--- src/rtl/ops_pkg.sv ---
package ops_pkg;
   typedef enum logic [1:0] {
      ACC_NONE = 2'd0,
      ACC_SET  = 2'd1,
      ACC_CLR  = 2'd2,
      ACC_MODE = 2'd3
   } ops_acc_e;
endpackage

--- src/rtl/ops_decode.sv ---
module ops_decode
   import ops_pkg::*;
#(
   parameter int ADDR_W   = 4,
   parameter int SET_ADDR = 14,
   parameter int CLR_ADDR = 15,
   parameter int IO_ADDR  = 13
) (
   input  logic              wr,
   input  logic [ADDR_W-1:0] addr,
   output ops_acc_e          acc
);
   always_comb begin
      acc = ACC_NONE;
      if (wr) begin
         if (addr == ADDR_W'(SET_ADDR))      acc = ACC_SET;
         else if (addr == ADDR_W'(CLR_ADDR)) acc = ACC_CLR;
         else if (addr == ADDR_W'(IO_ADDR))  acc = ACC_MODE;
      end
   end
endmodule

--- src/rtl/ops_latch.sv ---
module ops_latch #(
   parameter int W = 8
) (
   input  logic         clk,
   input  logic         rst_n,
   input  logic         set_stb,
   input  logic         clr_stb,
   input  logic [W-1:0] mask,
   output logic [W-1:0] q
);
   logic [W-1:0] set_m, clr_m;
   assign set_m = set_stb ? mask : '0;
   assign clr_m = clr_stb ? mask : '0;

   always_ff @(posedge clk or negedge rst_n) begin
      if (!rst_n) q <= '0;
      else        q <= (q | set_m) & ~clr_m;
   end
endmodule

--- src/rtl/ops_sync.sv ---
module ops_sync #(
   parameter int W      = 7,
   parameter int STAGES = 2
) (
   input  logic         clk,
   input  logic         rst_n,
   input  logic [W-1:0] d,
   output logic [W-1:0] q
);
   logic [W-1:0] chain [STAGES];

   always_ff @(posedge clk or negedge rst_n) begin
      if (!rst_n) chain[0] <= '1;
      else        chain[0] <= d;
   end

   for (genvar s = 1; s < STAGES; s++) begin : g_stage
      always_ff @(posedge clk or negedge rst_n) begin
         if (!rst_n) chain[s] <= '1;
         else        chain[s] <= chain[s-1];
      end
   end

   assign q = chain[STAGES-1];
endmodule

--- src/rtl/outport_strobe.sv ---
module outport_strobe
   import ops_pkg::*;
#(
   parameter int DATA_W      = 8,
   parameter int IN_W        = 7,
   parameter int ADDR_W      = 4,
   parameter int SYNC_STAGES = 2,
   parameter int SET_ADDR    = 14,
   parameter int CLR_ADDR    = 15,
   parameter int IO_ADDR     = 13
) (
   input  logic              clk,
   input  logic              rst_n,
   input  logic              bus_wr,
   input  logic [ADDR_W-1:0] bus_addr,
   input  logic [DATA_W-1:0] bus_wdata,
   output logic [DATA_W-1:0] rd_data,
   input  logic [IN_W-1:0]   in_pins,
   output logic [DATA_W-1:0] out_pins
);
   localparam int PAD_W = DATA_W - IN_W;

   if (IN_W > DATA_W)       begin : g_bad_w   $error("IN_W exceeds DATA_W"); end
   if (SYNC_STAGES < 2)     begin : g_bad_s   $error("SYNC_STAGES below 2"); end
   if (SET_ADDR == CLR_ADDR || SET_ADDR == IO_ADDR || CLR_ADDR == IO_ADDR)
                            begin : g_bad_a   $error("address clash"); end

   ops_acc_e          acc;
   logic [DATA_W-1:0] latch_q;
   logic [DATA_W-1:0] mode_q;
   logic [IN_W-1:0]   in_sync;
   logic [IN_W-1:0]   in_view;

   ops_decode #(
      .ADDR_W(ADDR_W), .SET_ADDR(SET_ADDR), .CLR_ADDR(CLR_ADDR), .IO_ADDR(IO_ADDR)
   ) i_dec (
      .wr(bus_wr), .addr(bus_addr), .acc(acc)
   );

   ops_latch #(.W(DATA_W)) i_latch (
      .clk(clk), .rst_n(rst_n),
      .set_stb(acc == ACC_SET), .clr_stb(acc == ACC_CLR),
      .mask(bus_wdata), .q(latch_q)
   );

   always_ff @(posedge clk or negedge rst_n) begin
      if (!rst_n)                mode_q <= '0;
      else if (acc == ACC_MODE)  mode_q <= bus_wdata;
   end

   ops_sync #(.W(IN_W), .STAGES(SYNC_STAGES)) i_sync (
      .clk(clk), .rst_n(rst_n), .d(in_pins), .q(in_sync)
   );

   for (genvar i = 0; i < DATA_W; i++) begin : g_pin
      assign out_pins[i] = mode_q[i] ? 1'b1 : ~latch_q[i];
   end

   assign in_view = (bus_addr == ADDR_W'(IO_ADDR)) ? in_sync : '0;

   if (PAD_W > 0) begin : g_pad
      assign rd_data = {{PAD_W{1'b0}}, in_view};
   end else begin : g_nopad
      assign rd_data = in_view;
   end
endmodule

--- config.mk ---
export PLATFORM = sky130hd
export DESIGN_NAME = outport_strobe
export DESIGN_NICKNAME = d
export VERILOG_FILES = /design/src/rtl/ops_pkg.sv /design/src/rtl/ops_decode.sv /design/src/rtl/ops_latch.sv /design/src/rtl/ops_sync.sv /design/src/rtl/outport_strobe.sv
export SDC_FILE = /design/constraint.sdc
export NUM_CORES = 1
export LEC_CHECK = 0
export CAP_MARGIN = 10
export CORE_ASPECT_RATIO = 1.75
export CORE_MARGIN = 2
export CORE_UTILIZATION = 35
export CTS_BUF_LIST = sky130_fd_sc_hd__clkbuf_8
export DETAILED_ROUTE_END_ITERATION = 8
export DONT_BUFFER_PORTS = 1
export PLACE_DENSITY = 0.49
export SLEW_MARGIN = 20
export SYNTH_ARGS = -nofsm -noshare
export SYNTH_HDL_FRONTEND = slang
export SYNTH_HIERARCHICAL = 1
export SYNTH_SLANG_ARGS = --single-unit
--- constraint.sdc ---
create_clock -name clk -period 1.3 [get_ports clk]
set_input_delay 0.39 -clock clk [delete_from_list [all_inputs] [get_ports clk]]
set_output_delay 0.39 -clock clk [all_outputs]
set_load 0.02 [all_outputs]
==> results.json, run 1 <==
{
  "status": "complete, but fails checks",
  "violations": "setup timing",
  "die_w_um": 48.8,
  "grt_overflow": 0,
  "ir_drop_mv": 0.976,
  "ys_warn_count": 6,
  "dr.pass1.iters": 2,
  "drv_slew": 0,
  "syn-num-nets": 111,
  "setup_ws_ns": -0.0411,
  "cts_buffers": 5,
  "crit_slowest_cell": "dfstp_2",
  "period_needed_ns": 1.34,
  "required_ns": 0.91,
  "min_path_cells": 0,
  "ant_nets": 0,
  "critPathMaxFanout": 1,
  "vias": 619,
  "core-area_mm2": 0.00336,
  "postCtsSetupBuffers": 0,
  "ios": 38,
  "ys_top_cells_by_area": "dfrtp_1, dfstp_2, a21oi_2, mux2_2, buf_4",
  "rows": 28,
  "start_util_pct": 36.6,
  "cts_tree": "done",
  "crit_path_start_kind": "flop",
  "nNetsFinal": 110,
  "place_ws_ns": -0.0791,
  "synth_area_leader_cell": "dfrtp_1",
  "p_leak_nw": 0.592,
  "cts_sinks": 30,
  "end_kind": "output pin",
  "cts_buffer_depth": 2,
  "critical_path_depth": 1,
  "die_area_mm2": 0.00403,
  "grt_pass1_wl_um": 3230,
  "ys_types": 17,
  "clock-root-buffer": "clkbuf_8",
  "num-fill-cells": 348,
  "place_area_mm2": 0.00122,
  "cap_violations": 0,
  "clk_pin_slew_ns": 0.06,
  "crit_family": "flip-flops",
  "place_congestion": 0.609,
  "area_delta_synth_final_pct": 13.3,
  "globalRouteTotalUtil_pct": 11.3,
  "crit_path_cell_trace": "and2_4",
  "ys_seq_area_share_pct": 62.4,
  "syn_area_mm2": 0.00123,
  "grt_start_max_net_pins": 31,
  "crit_path_start": "i_sync/q[4]",
  "max_freq_mhz": 746,
  "synth_seq_cells": 30,
  "wl_per_cell_um": 14.7,
  "antenna_found_initial": 0,
  "syn_area_per_cell_um2": 13.8,
  "hold_start": "in_pins[3]",
  "port_buffers": 0,
  "rr_worst_depth": 1,
  "clock_latency_ns": 0.27,
  "r2r-start": "mode_q[4]",
  "cts_htree_levels": 2,
  "power_density_mw_per_mm2": 1590,
  "routed_wl_um": 1970,
  "hold_viol_final": 0,
  "die_h_um": 82.5,
  "setup_viol": 7,
  "grt_pass1_vias": 657,
  "crit_type": "reg2out",
  "hold_class": "in2reg",
  "fin_skew_ns": 0.000435,
  "synthCells": 89,
  "most-common-layout-cells": "a21oi_2, dfrtp_1, dfstp_2",
  "hold_ws_ns": 0.114,
  "grt_setup_unrepaired": "yes",
  "drc": 0,
  "routed_via_density": 4.62,
  "stdcell_area_mm2": 0.00140,
  "synth_top_area_share_pct": 32.5,
  "crit_arrival_ns": 0.95,
  "hpwl_um": 1420,
  "drtIter0Drc": 8,
  "cpPeakStageDelay_ns": 0.52,
  "drive_gt1_share_pct": 71.9,
  "finalCritPeriodShare_pct": 103,
  "diodes": 0,
  "path_buf_inv": 0
}
[power breakdown]
group / switching, mW / internal, mW
combinational: 0.201 / 0.152
clock: 0.299 / 0.414
sequential: 0.0866 / 1.06
total: 0.586 / 1.63
[metrics by stage]
stage | power, mW | util (%) | cells | setup TNS, ns
final | 2.21 | 41.5 | 134 | -0.225
after global routing | 2.34 | 41.5 | 134 | -0.496
after CTS | 2.20 | 40.1 | 134 | -0.349
after detailed placement | 1.43 | 36.3 | 124 | -0.916
after global placement | 1.41 | 36.3 | 124 | -0.640
after floorplan | 1.40 | - | 89 | 0
[metal layers]
layer	vias to the layer above	part of all wire, %	track usage [%]	wire (um)
li1	281	-	-	-
met1	311	38	11.4	745
met2	23	56	19.5	1100
met3	4	4.5	4.68	89
met4	0	1.7	6.86	34
met5	-	0	0	0
[state kept, by name, summed over array words and instances, names as in the netlist]
name and count:
i_sync/chain 7, mode_q 8, i_sync/q 7, i_latch/q 8
[kinds of logic (layout without fill, tap and decap cells)]
family	Yosys count	in the layout	share of synthesized area, %
compound gates	16	16	11.4
xor+xnor	1	1	0.712
buf+inv	11	11	6.50
flops	30	30	62.4
mux	8	8	7.32
other cells	1	1	0.305
simple gates	22	22	11.4
[final timing paths]
| kind | to | slack, ns |
|---|---|---|
| max | rd_data[4] | -0.04 |
| min | i_sync/chain[10] | 0.11 |
| max reg2reg | mode_q[4] | 0.55 |
| min reg2reg | i_sync/q[2] | 0.35 |
| max in group asynchronous | i_sync/q[6] | 0.49 |
| min in group asynchronous | i_latch/q[5] | 0.57 |
[layout make-up]
class / instances / area, um2 / area share [%]
multi-input cells: 48 / 447 / 32.0
well taps: 45 / 56.3 / 4.04
flip-flops and latches: 30 / 768 / 55.1
clock buffers: 6 / 82.6 / 5.92
clock inverters: 2 / 7.51 / 0.538
inverters: 1 / 3.75 / 0.269
repair buffers: 2 / 30.0 / 2.15
[Yosys cell counts]
cell type	instances
nand3_1	1
dfstp_2	14
conb_1	1
and2_1	7
nand2b_1	8
nand2_2	1
buf_6	1
buf_2	1
and2b_2	2
and4b_1	1
xnor2_1	1
mux2_2	8
buf_4	8
a21oi_2	16
dfrtp_1	16
inv_1	1
nor2_1	2
[timing repair]
action | CTS | global route
setup endpoints to repair | 7 | 15
gates cloned | 0 | 0
hold buffers | 2 | 0
resized for setup | 8 | 13
endpoints found under the hold margin | 30 | 0
pin swaps | 1 | 1
(Power assumes the default switching activity.)
==> inputs of run 2 (changes only) <==
--- a/config.mk
+++ b/config.mk
@@ -6,15 +6,13 @@
 export NUM_CORES = 1
 export LEC_CHECK = 0
 export CAP_MARGIN = 10
-export CORE_ASPECT_RATIO = 1.75
 export CORE_MARGIN = 2
-export CORE_UTILIZATION = 35
+export CORE_UTILIZATION = 55
 export CTS_BUF_LIST = sky130_fd_sc_hd__clkbuf_8
 export DETAILED_ROUTE_END_ITERATION = 8
 export DONT_BUFFER_PORTS = 1
-export PLACE_DENSITY = 0.49
+export PLACE_DENSITY = 0.7
 export SLEW_MARGIN = 20
 export SYNTH_ARGS = -nofsm -noshare
 export SYNTH_HDL_FRONTEND = slang
-export SYNTH_HIERARCHICAL = 1
 export SYNTH_SLANG_ARGS = --single-unit
==> results.json, run 2 <==
{
  "multi_input_area_um2": 427,
  "die_h_um": 50.9,
  "ys_types": 15,
  "most-common-layout-cells": "dfrtp_1, dfstp_2, inv_1",
  "critPathMaxFanout": 1,
  "die_area_mm2": 0.00259,
  "clock_latency_ns": 0.27,
  "core-area_mm2": 0.00202,
  "p_leak_nw": 0.715,
  "antenna_found_initial": 0,
  "cts_tree": "done",
  "ir_drop_mv": 1.08,
  "required_ns": 0.91,
  "drtIter0Drc": 3,
  "r2r-end": "mode_q[6]",
  "ios": 38,
  "cap_violations": 0,
  "fin_skew_ns": 0.000610,
  "cpPeakStageDelay_ns": 0.52,
  "place_inst": 109,
  "crit_family": "flip-flops",
  "power_density_mw_per_mm2": 1660,
  "hold_ws_ns": 0.114,
  "largestRegisters": "i_latch.q (8), mode_q (8)",
  "rrSetupSlack_ns": 0.51,
  "diodes": 0,
  "wl_per_cell_um": 15.7,
  "crit_type": "reg2out",
  "place_congestion": 0.634,
  "cts_sinks": 30,
  "cts_buffers": 5,
  "area.sequential_um2": 768,
  "grt_pass1_wl_um": 3050,
  "synth-edff-count": 0,
  "synth_seq_cells": 30,
  "hpwl_um": 1210,
  "num-fill-cells": 146,
  "whs_endpoint": "i_sync.chain[9]",
  "ys_warn_count": 0,
  "crit_slowest_cell": "dfstp_2",
  "area_delta_synth_final_pct": 15.7,
  "syn_area_per_cell_um2": 14.2,
  "r2r-start": "mode_q[6]",
  "globalRouteTotalUtil_pct": 17.1,
  "clock-root-buffer": "clkbuf_8",
  "syn-num-nets": 107,
  "crit_path_start_kind": "flop",
  "layout_commonest_cell": "dfrtp_1",
  "period_needed_ns": 1.35,
  "rr_worst_depth": 1,
  "min_path_cells": 0,
  "nNetsFinal": 114,
  "ys_top_cells_by_area": "dfrtp_1, dfstp_2, mux2_4, mux2i_1, and2_2",
  "stdcell_count": 120,
  "synthCells": 85,
  "port_buffers": 0,
  "synth-main-ff-cell": "dfrtp_1",
  "ys_seq_area_share_pct": 63.6,
  "drive_gt1_share_pct": 50.5,
  "setup_ws_ns": -0.0469,
  "routed_wl_um": 1880,
  "syn_area_mm2": 0.00121,
  "path_buf_inv": 0,
  "routed_via_density": 5.06,
  "tns_ns": -0.267,
  "setup_viol": 7,
  "crit_path_cell_trace": "and2_4",
  "clk_pin_slew_ns": 0.06,
  "violations": "setup timing",
  "grt_setup_unrepaired": "yes",
  "crit_arrival_ns": 0.96,
  "grt_pass1_vias": 664,
  "end_kind": "output pin",
  "crit_path_start": "i_sync.q[3]",
  "cts_buffer_depth": 2,
  "synth_area_leader_cell": "dfrtp_1",
  "start_util_pct": 59.8,
  "finalCritPeriodShare_pct": 104,
  "grt_overflow": 0,
  "drv_slew": 0,
  "max_freq_mhz": 742,
  "total_power_mw": 2.32,
  "yosysMostFrequentCell": "dfrtp_1",
  "vias": 607,
  "synth_top_area_share_pct": 33.1,
  "ant_nets": 0,
  "hold_start": "in_pins[2]",
  "hold_viol_final": 0,
  "dr.pass1.iters": 4,
  "status": "complete, but fails checks",
  "drc": 0,
  "cts_htree_levels": 2,
  "rows": 16,
  "die_w_um": 50.9,
  "hold_class": "in2reg",
  "grt_start_max_net_pins": 31,
  "async_reset_ff_share_pct": 100,
  "synth_commonest_cells": "dfrtp_1, dfstp_2"
}
[run 2: cell types whose count changed in the layout (fill, tap and decap cells not counted), sizes merged, moves of 2 or more]
cell,previous run,this run
a21oi,16,0
and2b,2,0
buf,1,3
inv,3,9
mux2i,0,8
nand2,1,9
nor2,2,0
[run 2: per-layer routing]
metal	vias up	routed length, um	global-route usage (%)
met1	302	783	18.0
met5	-	0	0
met2	27	946	29.6
met3	2	142	8.77
met4	0	10	5.41
li1	276	-	-
[run 2: through the flow]
step	util, %	worst slack (ns)	instance area (um2)
finish	69.2	-0.0469	1400
global route	69.2	-0.0762	1400
CTS	67.1	-0.0622	1360
detailed placement	60.5	-0.0803	1220
global placement	60.5	-0.0593	1220
floorplan	-	-0.0710	1220
[run 2: logic make-up after synthesis]
kind of cell	after synthesis	synth area share, %
DFF	30	63.6
muxes	16	16.6
other	1	0.310
buffers and inverters	12	5.38
and+or+nand+nor	26	14.2
[run 2: repair_timing]
action | in CTS | in global routing
gates resized for setup | 1 | 12
hold buffers | 2 | 0
gates cloned | 0 | 0
endpoints found under the setup margin | 7 | 14
buffers inserted | 1 | 0
hold endpoints to repair | 30 | 0
[run 2: power by group]
group | switching (mW) | internal [mW] | leakage [nW] | total [mW]
sequential | 0.0943 | 1.09 | 0.333 | 1.18
combinational | 0.199 | 0.204 | 0.329 | 0.404
clock | 0.314 | 0.418 | 0.0524 | 0.732
total | 0.607 | 1.71 | 0.715 | 2.32
[run 2: worst max-delay path by stage]
stage               slack, ns          to  depth (start not counted)
finish                  -0.05  rd_data[3]                          1
global route            -0.08  rd_data[3]                          1
CTS                     -0.06  rd_data[3]                          1
detailed placement      -0.08  rd_data[6]                          3
global placement        -0.06  rd_data[1]                          3
floorplan               -0.07  rd_data[0]                          4
[run 2: layout make-up]
type	count	share of cell area [%]
well taps	27	2.42
clock buffers	6	5.90
flip-flops and latches	30	54.9
clock inverters	2	0.626
repair buffers	4	3.49
multi-input cells	43	30.5
inverters	8	2.15
==> inputs of run 3 (changes only) <==
--- a/config.mk
+++ b/config.mk
@@ -6,7 +6,6 @@
 export NUM_CORES = 1
 export LEC_CHECK = 0
 export CAP_MARGIN = 10
-export CORE_MARGIN = 2
 export CORE_UTILIZATION = 55
 export CTS_BUF_LIST = sky130_fd_sc_hd__clkbuf_8
 export DETAILED_ROUTE_END_ITERATION = 8
==> results.json, run 3 (same netlist as run 2, synthesis figures left out) <==
{
  "place_area_mm2": 0.00124,
  "area_delta_synth_final_pct": 19.4,
  "status": "complete, but fails checks",
  "max_freq_mhz": 733,
  "layout_commonest_cell": "dfrtp_1",
  "clock-root-buffer": "clkbuf_8",
  "cts_buffers": 5,
  "hpwl_um": 1250,
  "cts_tree": "done",
  "place_congestion": 0.624,
  "routed_wl_um": 2100,
  "finalCritPeriodShare_pct": 105,
  "grt_start_max_net_pins": 31,
  "min_path_cells": 0,
  "grt_setup_unrepaired": "yes",
  "rows": 16,
  "required_ns": 0.91,
  "wl_per_cell_um": 17.3,
  "crit_path_start_kind": "input pin",
  "final_util_pct": 71.3,
  "crit_family": "simple AND/OR/NAND/NOR gates",
  "clock_latency_ns": 0.28,
  "whs_endpoint": "i_sync.chain[11]",
  "cts_htree_levels": 2,
  "ios": 38,
  "die_w_um": 48.9,
  "diodes": 0,
  "globalRouteTotalUtil_pct": 20.5,
  "crit_path_cell_trace": "and4b_2, buf_6, and2_4",
  "drv_slew": 0,
  "hold_ws_ns": 0.108,
  "setup_viol": 7,
  "port_buffers": 0,
  "dr.pass1.iters": 4,
  "start_util_pct": 59.8,
  "place_inst": 111,
  "cts_buffer_depth": 2,
  "vias": 617,
  "grt_overflow": 0,
  "most-common-layout-cells": "dfrtp_1, dfstp_2",
  "largestRegisters": "i_latch.q (8), mode_q (8)",
  "hold_start": "in_pins[4]",
  "ant_nets": 0,
  "crit_slowest_cell": "and4b_2",
  "power_density_mw_per_mm2": 1720,
  "grt_pass1_wl_um": 3370,
  "die_h_um": 48.9,
  "hold_viol_final": 0,
  "clk_pin_slew_ns": 0.06,
  "grt_pass1_vias": 694,
  "cap_violations": 0,
  "critPathMaxFanout": 4,
  "crit_arrival_ns": 0.97,
  "nNetsFinal": 115,
  "violations": "setup timing",
  "drc": 0,
  "hold_class": "in2reg",
  "core-area_mm2": 0.00202,
  "drive_gt1_share_pct": 54.3,
  "place_ws_ns": -0.0646,
  "fin_skew_ns": 0.00610,
  "rr_worst_depth": 1,
  "period_needed_ns": 1.36,
  "die_area_mm2": 0.00239,
  "p_leak_nw": 0.735,
  "rrSetupSlack_ns": 0.51,
  "routed_via_density": 5.10,
  "stdcell_area_mm2": 0.00144,
  "path_buf_inv": 1,
  "stdcell_count": 121,
  "crit_type": "in2out",
  "drtIter0Drc": 5,
  "r2r-end": "mode_q[6]",
  "setup_ws_ns": -0.0639,
  "r2r-start": "mode_q[6]",
  "antenna_found_initial": 0,
  "end_kind": "output pin",
  "cpPeakStageDelay_ns": 0.30,
  "cts_sinks": 30,
  "ir_drop_mv": 1.24
}
-- run 3: report_power, final --
group	switching, mW	internal [mW]
Combinational	0.204	0.221
Clock	0.323	0.534
Sequential	0.114	1.09
-- run 3: how the worst max path moves through the flow --
stage                     start         end  slack, ns  cells past startpoint
detailed placement  bus_addr[1]  rd_data[2]      -0.06                      3
floorplan           bus_addr[0]  rd_data[0]      -0.07                      4
global route        bus_addr[1]  rd_data[2]      -0.08                      3
CTS                 bus_addr[1]  rd_data[2]      -0.07                      3
finish              bus_addr[1]  rd_data[2]      -0.06                      3
global placement    bus_addr[1]  rd_data[1]      -0.05                      3
-- run 3: what timing repair did --
item	4_1_cts	5_1_grt
gates resized for setup	4	14
endpoints found under the setup margin	9	13
setup buffers	0	0
hold endpoints to repair	30	0
hold buffers	2	0
pin swaps	0	1
-- run 3: layout make-up --
| class | count | area, um2 |
|---|---|---|
| timing repair buffer | 5 | 60.1 |
| fill | 141 | 579 |
| multi-input combinational | 43 | 440 |
| inverter | 8 | 30.0 |
| clock buffer | 8 | 110 |
| sequential | 30 | 768 |
| tap | 27 | 33.8 |
-- run 3: routing by layer --
layer / up-vias / global-route usage [%] / share of wire [%]
met5: - / 0 / 0
met4: 0 / 11.8 / 2.0
met3: 7 / 6.23 / 5.9
met2: 26 / 33.1 / 54
met1: 302 / 24.3 / 38
li1: 282 / - / -
-- run 3: per-stage QoR --
stage / setup TNS (ns) / power [mW]
floorplan: -0.684 / 1.46
global placement: -0.535 / 1.48
detailed placement: -0.665 / 1.50
CTS: -0.421 / 2.43
global route: -0.516 / 2.61
finish: -0.408 / 2.49
